===== src/rtl/hsched_pkg.sv =====
package hsched_pkg;
  typedef enum logic [1:0] {
    CLS_EXC = 2'd0,
    CLS_MIN = 2'd1,
    CLS_P2  = 2'd2,
    CLS_P1  = 2'd3
  } cls_e;
endpackage


===== src/rtl/hsched_leaf.sv =====
module hsched_leaf
  import hsched_pkg::*;
#(
  parameter int LW    = 8,
  parameter int RW    = 8,
  parameter int WW    = 8,
  parameter int CW    = 12,
  parameter int DW    = 10,
  parameter int BURST = 255
) (
  input  logic          clk,
  input  logic          rst_n,
  input  logic          tick,
  input  logic          nonempty,
  input  logic [LW-1:0] head_len,
  input  logic [RW-1:0] min_rate,
  input  logic [RW-1:0] max_rate,
  input  logic [WW-1:0] weight,
  input  logic          is_p1,
  input  logic          is_p2,
  input  logic          charge,
  input  logic          charge_exc,
  input  logic [LW-1:0] charge_len,
  input  logic          replen,
  output logic          eligible,
  output logic          cand,
  output cls_e          cls
);
  localparam int XW = CW + 2;
  localparam logic signed [XW-1:0] HI = XW'(BURST);
  localparam logic signed [XW-1:0] LO = $signed({{(XW-CW+1){1'b1}}, {(CW-1){1'b0}}});
  localparam logic [DW:0] DMAX = {1'b0, {DW{1'b1}}};

  logic signed [CW-1:0] min_c, max_c;
  logic [DW-1:0] def;
  logic [DW-1:0] len_d, head_d;
  logic [DW:0]   def_add;

  function automatic logic signed [CW-1:0] step(input logic signed [CW-1:0] cur,
                                                 input logic [RW-1:0] rate,
                                                 input logic t, input logic c,
                                                 input logic [LW-1:0] len);
    logic signed [XW-1:0] v;
    v = $signed({{(XW-CW){cur[CW-1]}}, cur});
    if (t) v = v + $signed({{(XW-RW){1'b0}}, rate});
    if (c) v = v - $signed({{(XW-LW){1'b0}}, len});
    if (v > HI)      step = HI[CW-1:0];
    else if (v < LO) step = LO[CW-1:0];
    else             step = v[CW-1:0];
  endfunction

  assign len_d   = {{(DW-LW){1'b0}}, charge_len};
  assign head_d  = {{(DW-LW){1'b0}}, head_len};
  assign def_add = {1'b0, def} + {{(DW+1-WW){1'b0}}, weight};

  always_comb begin
    if (is_p1)                    cls = CLS_P1;
    else if (is_p2)               cls = CLS_P2;
    else if (!min_c[CW-1] && min_c != '0) cls = CLS_MIN;
    else                          cls = CLS_EXC;
  end

  assign eligible = nonempty && !max_c[CW-1];
  assign cand     = eligible && ((cls != CLS_EXC) || (def >= head_d));

  always_ff @(posedge clk) begin
    if (!rst_n) begin
      min_c <= '0;
      max_c <= '0;
      def   <= '0;
    end else begin
      min_c <= step(min_c, min_rate, tick, charge, charge_len);
      max_c <= step(max_c, max_rate, tick, charge, charge_len);
      if (!nonempty)
        def <= '0;
      else if (charge && charge_exc)
        def <= (def >= len_d) ? def - len_d : '0;
      else if (replen && eligible && cls == CLS_EXC)
        def <= (def_add > DMAX) ? DMAX[DW-1:0] : def_add[DW-1:0];
    end
  end
endmodule


===== src/rtl/hsched_pick.sv =====
module hsched_pick
  import hsched_pkg::*;
#(
  parameter int NP  = 2,
  parameter int LPP = 2,
  parameter int NQ  = NP * LPP,
  parameter int QW  = 2,
  parameter int PW  = 1
) (
  input  logic [NQ-1:0] cand,
  input  cls_e          cls [NQ],
  input  logic [PW-1:0] ptr,
  output logic          found,
  output logic [QW-1:0] idx,
  output cls_e          wcls
);
  logic [NP-1:0] pv;
  cls_e          pc [NP];
  logic [QW-1:0] pi [NP];

  // level 1: best child of each group, lowest index on ties
  always_comb begin
    for (int p = 0; p < NP; p++) begin
      pv[p] = 1'b0;
      pc[p] = CLS_EXC;
      pi[p] = '0;
      for (int l = LPP - 1; l >= 0; l--) begin
        int q;
        q = p * LPP + l;
        if (cand[q] && (!pv[p] || cls[q] >= pc[p])) begin
          pv[p] = 1'b1;
          pc[p] = cls[q];
          pi[p] = QW'(q);
        end
      end
    end
  end

  // level 2: groups carry their best class upward; rotate among equals
  always_comb begin
    logic done;
    found = 1'b0;
    wcls  = CLS_EXC;
    for (int p = 0; p < NP; p++) begin
      if (pv[p] && (!found || pc[p] > wcls)) begin
        found = 1'b1;
        wcls  = pc[p];
      end
    end
    done = 1'b0;
    idx  = '0;
    for (int k = 0; k < NP; k++) begin
      int j;
      j = int'(ptr) + k;
      if (j >= NP) j = j - NP;
      if (!done && pv[j] && pc[j] == wcls) begin
        done = 1'b1;
        idx  = pi[j];
      end
    end
  end
endmodule


===== src/rtl/hsched_top.sv =====
module hsched_top
  import hsched_pkg::*;
#(
  parameter int NP    = 2,
  parameter int LPP   = 2,
  parameter int LW    = 8,
  parameter int RW    = 8,
  parameter int WW    = 8,
  parameter int CW    = 12,
  parameter int DW    = 10,
  parameter int BURST = 255,
  localparam int NQ   = NP * LPP,
  localparam int QW   = $clog2(NQ),
  localparam int PW   = (NP > 1) ? $clog2(NP) : 1
) (
  input  logic             clk,
  input  logic             rst_n,
  input  logic             refill_tick,
  input  logic [NQ-1:0]    q_nonempty,
  input  logic [NQ*LW-1:0] q_head_len,
  input  logic [NQ*RW-1:0] cfg_min_rate,
  input  logic [NQ*RW-1:0] cfg_max_rate,
  input  logic [NQ*WW-1:0] cfg_weight,
  input  logic             cfg_p1_en,
  input  logic [QW-1:0]    cfg_p1_id,
  input  logic             cfg_p2_en,
  input  logic [QW-1:0]    cfg_p2_id,
  output logic             gnt_valid,
  input  logic             gnt_ready,
  output logic [QW-1:0]    gnt_idx,
  output logic [1:0]       gnt_cls,
  input  logic [LW-1:0]    deq_len
);
  logic [NQ-1:0] elig, cand;
  cls_e          lcls [NQ];
  logic          hs, found, replen;
  logic [QW-1:0] pick_idx;
  cls_e          pick_cls;
  logic [PW-1:0] rr_ptr, nxt_ptr;

  assign hs     = gnt_valid && gnt_ready;
  assign replen = !gnt_valid && !found && (|elig);

  for (genvar i = 0; i < NQ; i++) begin : g_leaf
    hsched_leaf #(.LW(LW), .RW(RW), .WW(WW), .CW(CW), .DW(DW), .BURST(BURST)) u_leaf (
      .clk        (clk),
      .rst_n      (rst_n),
      .tick       (refill_tick),
      .nonempty   (q_nonempty[i]),
      .head_len   (q_head_len[i*LW +: LW]),
      .min_rate   (cfg_min_rate[i*RW +: RW]),
      .max_rate   (cfg_max_rate[i*RW +: RW]),
      .weight     (cfg_weight[i*WW +: WW]),
      .is_p1      (cfg_p1_en && cfg_p1_id == QW'(i)),
      .is_p2      (cfg_p2_en && cfg_p2_id == QW'(i)),
      .charge     (hs && gnt_idx == QW'(i)),
      .charge_exc (gnt_cls == CLS_EXC),
      .charge_len (deq_len),
      .replen     (replen),
      .eligible   (elig[i]),
      .cand       (cand[i]),
      .cls        (lcls[i])
    );
  end

  hsched_pick #(.NP(NP), .LPP(LPP), .NQ(NQ), .QW(QW), .PW(PW)) u_pick (
    .cand  (cand),
    .cls   (lcls),
    .ptr   (rr_ptr),
    .found (found),
    .idx   (pick_idx),
    .wcls  (pick_cls)
  );

  always_comb begin
    int pp;
    pp = int'(gnt_idx) / LPP;
    nxt_ptr = (pp >= NP - 1) ? '0 : PW'(pp + 1);
  end

  always_ff @(posedge clk) begin
    if (!rst_n) begin
      gnt_valid <= 1'b0;
      gnt_idx   <= '0;
      gnt_cls   <= CLS_EXC;
      rr_ptr    <= '0;
    end else if (hs) begin
      gnt_valid <= 1'b0;
      rr_ptr    <= nxt_ptr;
    end else if (!gnt_valid && found) begin
      gnt_valid <= 1'b1;
      gnt_idx   <= pick_idx;
      gnt_cls   <= pick_cls;
    end
  end
endmodule


===== config.mk =====
export PLATFORM = sky130hd
export DESIGN_NAME = hsched_top
export DESIGN_NICKNAME = d
export VERILOG_FILES = /design/src/rtl/hsched_pkg.sv /design/src/rtl/hsched_leaf.sv /design/src/rtl/hsched_pick.sv /design/src/rtl/hsched_top.sv
export SDC_FILE = /design/constraint.sdc
export NUM_CORES = 1
export LEC_CHECK = 0
export ABC_AREA = 1
export BUFFER_PORTS_ARGS = -buffer_cell sky130_fd_sc_hd__buf_4
export CAP_MARGIN = 20
export CORE_AREA = 4 4 226 228
export CTS_BUF_LIST = sky130_fd_sc_hd__clkbuf_8
export CTS_CLUSTER_DIAMETER = 40
export CTS_CLUSTER_SIZE = 30
export DETAILED_ROUTE_END_ITERATION = 8
export DIE_AREA = 0 0 230 232
export HOLD_SLACK_MARGIN = 0.06
export PLACE_DENSITY = 0.58
export SYNTH_ARGS = -nofsm -noshare
export SYNTH_HDL_FRONTEND = slang
export SYNTH_SLANG_ARGS = --single-unit

===== constraint.sdc =====
create_clock -name clk -period 4 [get_ports clk]
set_input_delay 0.6 -clock clk [delete_from_list [all_inputs] [get_ports clk]]
set_output_delay 0.6 -clock clk [all_outputs]
set_load 0.02 [all_outputs]

; Word level (Yosys, flattened, before mapping)
; Index checks and enable logic that the tools add are counted.
[word_totals]
ff_bits = 142
inputBits = 150
output_inout_bits = 5
wordCells = 339
[op_classes]
addsub = 28
n_lt_le_gt_ge = 38
eq_ne = 11
n_mux = 116
bitwise = 4
reduce_logical = 110
[ops]
columns = op, n
row1 = $mux 14, 32
row2 = $mux 10, 16
row3 = $gt 14x9->1 const B, 8
row4 = $lt 14x12->1 const B, 8
row5 = $sub 14x9->14, 8
row6 = $add 12x9->13, 8
row7 = $mux 12, 8
row8 = $ge 10x8->1, 8
row9 = $ge 32x2->1 const B, 2
row10 = $lt 32x3->1 const B, 2
row11 = $mux 32, 2
row12 = $mux 8, 8
row13 = $not 32->32, 2
row14 = $mux 2, 31
row15 = $reduce_bool 12->1, 4
row16 = $logic_and 1x1->1, 46
row17 = $add 10x8->11, 4
row18 = $gt 11x10->1 const B, 4
row19 = $sub 10x8->10, 4
row20 = $ge 32x3->1 const B, 1
row21 = $sub 32x3->32 const B, 1
row22 = $reduce_or 3->1, 8
row23 = $mux 1, 19
row24 = $reduce_or 2->1, 9
row25 = 17 further kinds, 64

; Logic depth before layout (Yosys ltp)
[logic_depth]
word_depth = 25
ltp_mapped = 34
ltp_nobuf = 34

; Cells and area by module
; A second synthesis with hierarchy kept.
[unflattened]
hier_cells = 3123
hier_area_um2 = 18880.6
[modules_own_cells]
columns = mod, n_inst, cells_each, area_per_inst_um2, seq_area_each_um2
row1 = hsched_leaf (g_leaf[0].u_leaf ...), 3, 739, 4475.5, 680.7
row2 = hsched_leaf (g_leaf[1].u_leaf), 1, 737, 4539.4, 680.7
row3 = hsched_pick, 1, 109, 565.5, 0.0
row4 = hsched_top, 1, 60, 349.1, 120.1

; Worst setup path after synthesis
; Ideal clock, no wire load.
[synth_path]
path_type = input-to-reg
startpoint = input refill_tick
endpoint = register g_leaf[0].u_leaf.min_c[10]
setup_ps = 114
arrival_ps = 3734
required_time_ps = 3886
path_slack_ps = 152
cell_stages = 23
path_buffers = 4
path_cell_list = buf_2 -> buf_2 -> clkbuf_1 -> buf_1 -> mux2i_1 -> ha_1 -> fa_1 -> nand3b_1 -> nand2_1 -> nand2_1 -> nand2_1 -> nand2_1 -> nand2_1 -> nand2_1 -> o21ai_1 -> clkinv_1 -> nand3_1 -> xor2_1 -> clkinv_1 -> nand3_1 -> nand2_1 -> nand3_1 -> nor2_1
[synth_via]
elab_chain_len = 7
word_cells_on_any_way = 8
classes_between = add/sub (1) / order compare (2) / mux (4) / reduce/logical (1)
[synth_lines]
columns = element, line_no
row1 = start: declaration, hsched_top.sv:18  ; input logic refill_tick,
row2 = $mux 14 (*), hsched_leaf.sv:45  ; if (t) v = v + $signed({{(XW-RW){1'b0}}, rate});
row3 = $mux 14 (*), hsched_leaf.sv:67  ; if (!rst_n) begin
row4 = $sub 14x9->14, hsched_leaf.sv:46  ; if (c) v = v - $signed({{(XW-LW){1'b0}}, len});
row5 = $mux 14 (*), hsched_leaf.sv:46
row6 = $mux 14 (*), hsched_leaf.sv:67
row7 = $lt 14x12->1 / $gt 14x9->1 (equally long branches), "hsched_leaf.sv:48, hsched_leaf.sv:47"
row8 = $reduce_or 3->1 (no line), --
row9 = end signal: assignment, hsched_leaf.sv:72  ; min_c <= step(min_c, min_rate, tick, charge, charge_len);
row10 = end: declaration, hsched_leaf.sv:34  ; logic signed [CW-1:0] min_c, max_c;
; Every way passes the cells marked *; elsewhere a longest branch is shown, timed or not. The select of a mux whose other input is x is not followed.
; A chain may end at the register's enable or synchronous reset.

; Worst setup path after layout
[layout_path]
startpoint = register g_leaf[3].u_leaf.def[7]
endpoint = register gnt_idx[0]
[layout_via]
elab_chain_len = 19
word_cells_on_any_way = 47
classes_between = order compare (3) / eq/ne (2) / mux (29) / reduce/logical (13)
[layout_lines]
columns = element, line_no
row1 = start: declaration, hsched_leaf.sv:35  ; logic [DW-1:0] def;
row2 = start signal: assignment, hsched_leaf.sv:77  ; def <= (def >= len_d) ? def - len_d : '0;
row3 = start signal: assignment, hsched_leaf.sv:79  ; def <= (def_add > DMAX) ? DMAX[DW-1:0] : def_add[DW-1:0];
row4 = $ge 10x8->1 (*), hsched_leaf.sv:64  ; assign cand = eligible && ((cls != CLS_EXC) || (def >= head_d));
row5 = $logic_or 1x1->1 (*), hsched_leaf.sv:64
row6 = $logic_and 1x1->1 (*), hsched_leaf.sv:64
row7 = $mux 2 / $mux 1 (equally long branches), hsched_pick.sv:30  ; if (cand[q] && (!pv[p] || cls[q] >= pc[p])) begin
row8 = $ge 2x2->1 / $logic_not 1->1 (equally long branches), hsched_pick.sv:30
row9 = $logic_or 1x1->1, hsched_pick.sv:30
row10 = $logic_and 1x1->1, hsched_pick.sv:30
row11 = $mux 2, hsched_pick.sv:30
row12 = (+2 left out), --
row13 = $logic_and 1x1->1, hsched_pick.sv:45  ; if (pv[p] && (!found || pc[p] > wcls)) begin
row14 = $mux 2, hsched_pick.sv:45
row15 = $eq 2x2->1, hsched_pick.sv:56  ; if (!done && pv[j] && pc[j] == wcls) begin
row16 = $logic_and 1x1->1, hsched_pick.sv:56
row17 = $mux 1, hsched_pick.sv:56
row18 = $logic_not 1->1, hsched_pick.sv:56
row19 = $logic_and 1x1->1 (2 in a row), hsched_pick.sv:56
row20 = $mux 2, hsched_pick.sv:56
row21 = end signal: assignment, hsched_top.sv:92  ; gnt_idx <= pick_idx;
row22 = end: declaration, hsched_top.sv:30  ; output logic [QW-1:0] gnt_idx,
; Marks and branches as above.

==> impl_metrics.tcl <==
set metrics [dict create \
    async_flop_share_pct 0 \
    totalWireLength_um 53200 \
    clock-sinks 142 \
    drc 0 \
    drtIter0Drc 964 \
    path_common_cell "nand2_1" \
    grt_usage_pct 19.4 \
    cap_viol_max_count 0 \
    grt_pass1_vias 17400 \
    vdd_drop_max_mv 0.233 \
    cts_root_buffer "clkbuf_8" \
    synth_fp_nets 3141 \
    worstPathMaxFanout 4 \
    m1WireLength_um 24200 \
    synth_top_family_by_area "simple AND/OR/NAND/NOR gates" \
    dr.pass1.iters 6 \
    yosys.area_share.simple_pct 30.4 \
    required_ps 4380 \
    die_w_um 230 \
    placed_cells_incl_taps 3619 \
    final.min_clock_period_ps 3730 \
    worstSkewPairLatency_ps 490 \
    post-place-ws_ps -202 \
    p_leak_nw 10.4 \
    synth.distinct_cells 64 \
    place_area_um2 20100 \
    ys_dominant_reg_cell "dfxtp_1" \
    comb_power_share_pct 70.7 \
    synth_enable_flop_cells 0 \
    cts_tree "built" \
    critPathLaunchType "register" \
    fin_util_pct 42.0 \
    hold_viol_final 0 \
    drv_slew 0 \
    hp-class "primary input to register" \
    cts_buffer_depth 2 \
    viasPerCell 5.03 \
    die_h_um 232 \
    hpwl_um 43100 \
    grt.overflow.total 0 \
    swShare_pct 50.0 \
    worst_slew_pin_slew_ps 664 \
    num_rows 81 \
    max_stage_delay_ps 350 \
    whs_ps 304 \
    power_density_nw_per_um2 528 \
    core_region_area_um2 48800 \
    fmax_mhz 268 \
    wl_met3_um 2430 \
    start_util_pct 35.7 \
    pwr-share-clk_pct 9.2 \
    grt_start_max_net_pins 41 \
    finalSetupViolCount 0 \
    critical_path_arrival_ps 4100 \
    seq_power_share_pct 20.1 \
    io_pins 155 \
    grt_setup_unrepaired "yes" \
    setup_ws_ps 275 \
    cts_buffers 17 \
    cts-hold-fix-buffers 0 \
    yosys.area_share.adder_pct 19.2 \
    ys_ff_latch 142 \
    status "complete, no violations" \
    die_area_um2 53400 \
    finalNetCount 3379 \
    highest_layer "met5" \
    ys_seq_area_share_pct 16.3 \
    htreeDepth 4 \
    vias 18400 \
    final_cells 3648 \
    yosysWarnings 0 \
    slowest_stage "dfxtp_2" \
    skew_ps 8.80 \
    port_buffers 154 \
    clk_pin_slew_worst_paths_ps 80 \
    final_common_cell "nand2_1" \
    antenna_found_initial 2 \
    ff2ff_setup_slack_ps 270 \
    gp_congestion 0.888 \
    drive_above_1_share_pct 15.0 \
    design_area_um2 20500 \
    internal_power_mw 5.43 \
    syn_area_per_cell_um2 6.38 \
    wire_per_inst_um 14.6 \
    fin_crit_sh_pct 93.1 \
    syn2layout_area_growth_pct 17.6 \
    syn_inst 2737 \
    slew_headroom_pct 55.6 \
    crit_type "register to register" \
    p_switching_mw 5.42 \
    met2_length_um 25700 \
    synth_xor_area_share_pct 5.96 \
    layout_common_cells "nand2_1, inv_1, buf_4" \
    ant_nets 0 \
    grt_first_pass_wirelength_um 85300 \
    syn_area_um2 17500 \
    synth_compound_area_share_pct 19.4 \
    synth_mux_area_share_pct 0.229 \
    end_kind "register" \
]
==> final timing paths <==
path	from	cells after the start	end
worst max-delay path	g_leaf[3].u_leaf.def[7]	30	gnt_idx[0]
worst min-delay path	gnt_ready	2	gnt_valid
worst max register to register	g_leaf[3].u_leaf.def[7]	30	gnt_idx[0]
worst min register to register	g_leaf[1].u_leaf.def[9]	2	g_leaf[1].u_leaf.def[9]
==> layout make-up <==
cell class | count | area [um2]
inverter | 350 | 1320
antenna | 1 | 2.50
tap | 664 | 831
multi-input combinational | 2207 | 13300
fill | 5243 | 28300
timing repair buffer | 257 | 1990
clock buffer | 19 | 262
sequential | 142 | 2850
clock inverter | 8 | 33.8
==> cells in the mapped netlist, types with 8 or more instances <==
library cell	instances	area share, %
o21ai_0	210	6.0
o21ai_1	26	0.75
a21oi_1	228	6.5
fa_1	24	2.8
inv_1	320	6.9
or2_2	15	0.54
a211oi_1	12	0.52
nand2_4	8	0.52
ha_1	230	16
o21ai_2	17	0.85
clkbuf_1	27	0.58
nand3_1	127	3.6
nor2_4	9	0.58
o211ai_1	9	0.39
inv_2	24	0.52
nand2_2	24	0.86
nor2_2	10	0.36
a31oi_1	16	0.57
xor2_1	70	3.5
nand2_1	706	15
xnor2_1	47	2.4
dfxtp_1	142	16
nor3_1	17	0.49
o21bai_1	10	0.43
a21o_1	14	0.60
nor2_1	251	5.4
nand4_1	32	1.1
==> cells by family (layout without fill, tap and decap cells) <==
| family | after synthesis | after routing |
|---|---|---|
| flops | 142 | 142 |
| other cells | 0 | 1 |
| compound gates | 598 | 598 |
| buf+inv | 388 | 634 |
| xor+xnor | 118 | 118 |
| simple gates | 1233 | 1233 |
| mux | 4 | 4 |
| fa+ha+maj | 254 | 254 |
==> per-stage QoR <==
stage / total power, mW / setup TNS, ps
after floorplan: 7.64 / 0
after global placement: 9.51 / -454
after detailed placement: 9.69 / -3780
after CTS: 10.8 / 0
after global routing: 12.1 / -89.4
final: 10.8 / 0
==> state kept, by name, indices dropped and copies added, names as in the netlist <==
name                 count
g_leaf.u_leaf.def       40
g_leaf.u_leaf.max_c     48
g_leaf.u_leaf.min_c     48
gnt_cls                  2
gnt_idx                  2
gnt_valid                1
rr_ptr                   1
==> repair_timing <==
| action | CTS | global route |
|---|---|---|
| gates resized for setup | 0 | 45 |
| endpoints found under the setup margin | 0 | 41 |
| setup buffers | 0 | 1 |
==> routing by layer <==
layer	vias up	track usage, %
met5	-	0
met4	2	4.39
met3	65	3.34
met2	350	34.9
met1	8370	24.3
li1	9567	-
==> power by group through the flow <==
stage	sequential (mW)	clock, mW	combinational [mW]
2_1_floorplan	2.11	0	5.53
3_3_place_gp	2.21	0	7.30
3_5_place_dp	2.22	0	7.47
4_1_cts	2.18	1.05	7.52
5_1_grt	2.24	1.09	8.76
6_report	2.18	1.00	7.66
==> worst max-delay path, delay by kind of cell, from the launching register on <==
| family | cells | cell delay, ps |
|---|---|---|
| fa+ha+maj | 3 | 880 |
| flops | 1 | 350 |
| compound gates | 4 | 520 |
| buf+inv | 3 | 160 |
| simple gates | 20 | 1690 |
Power figures use the tool's default switching activity.
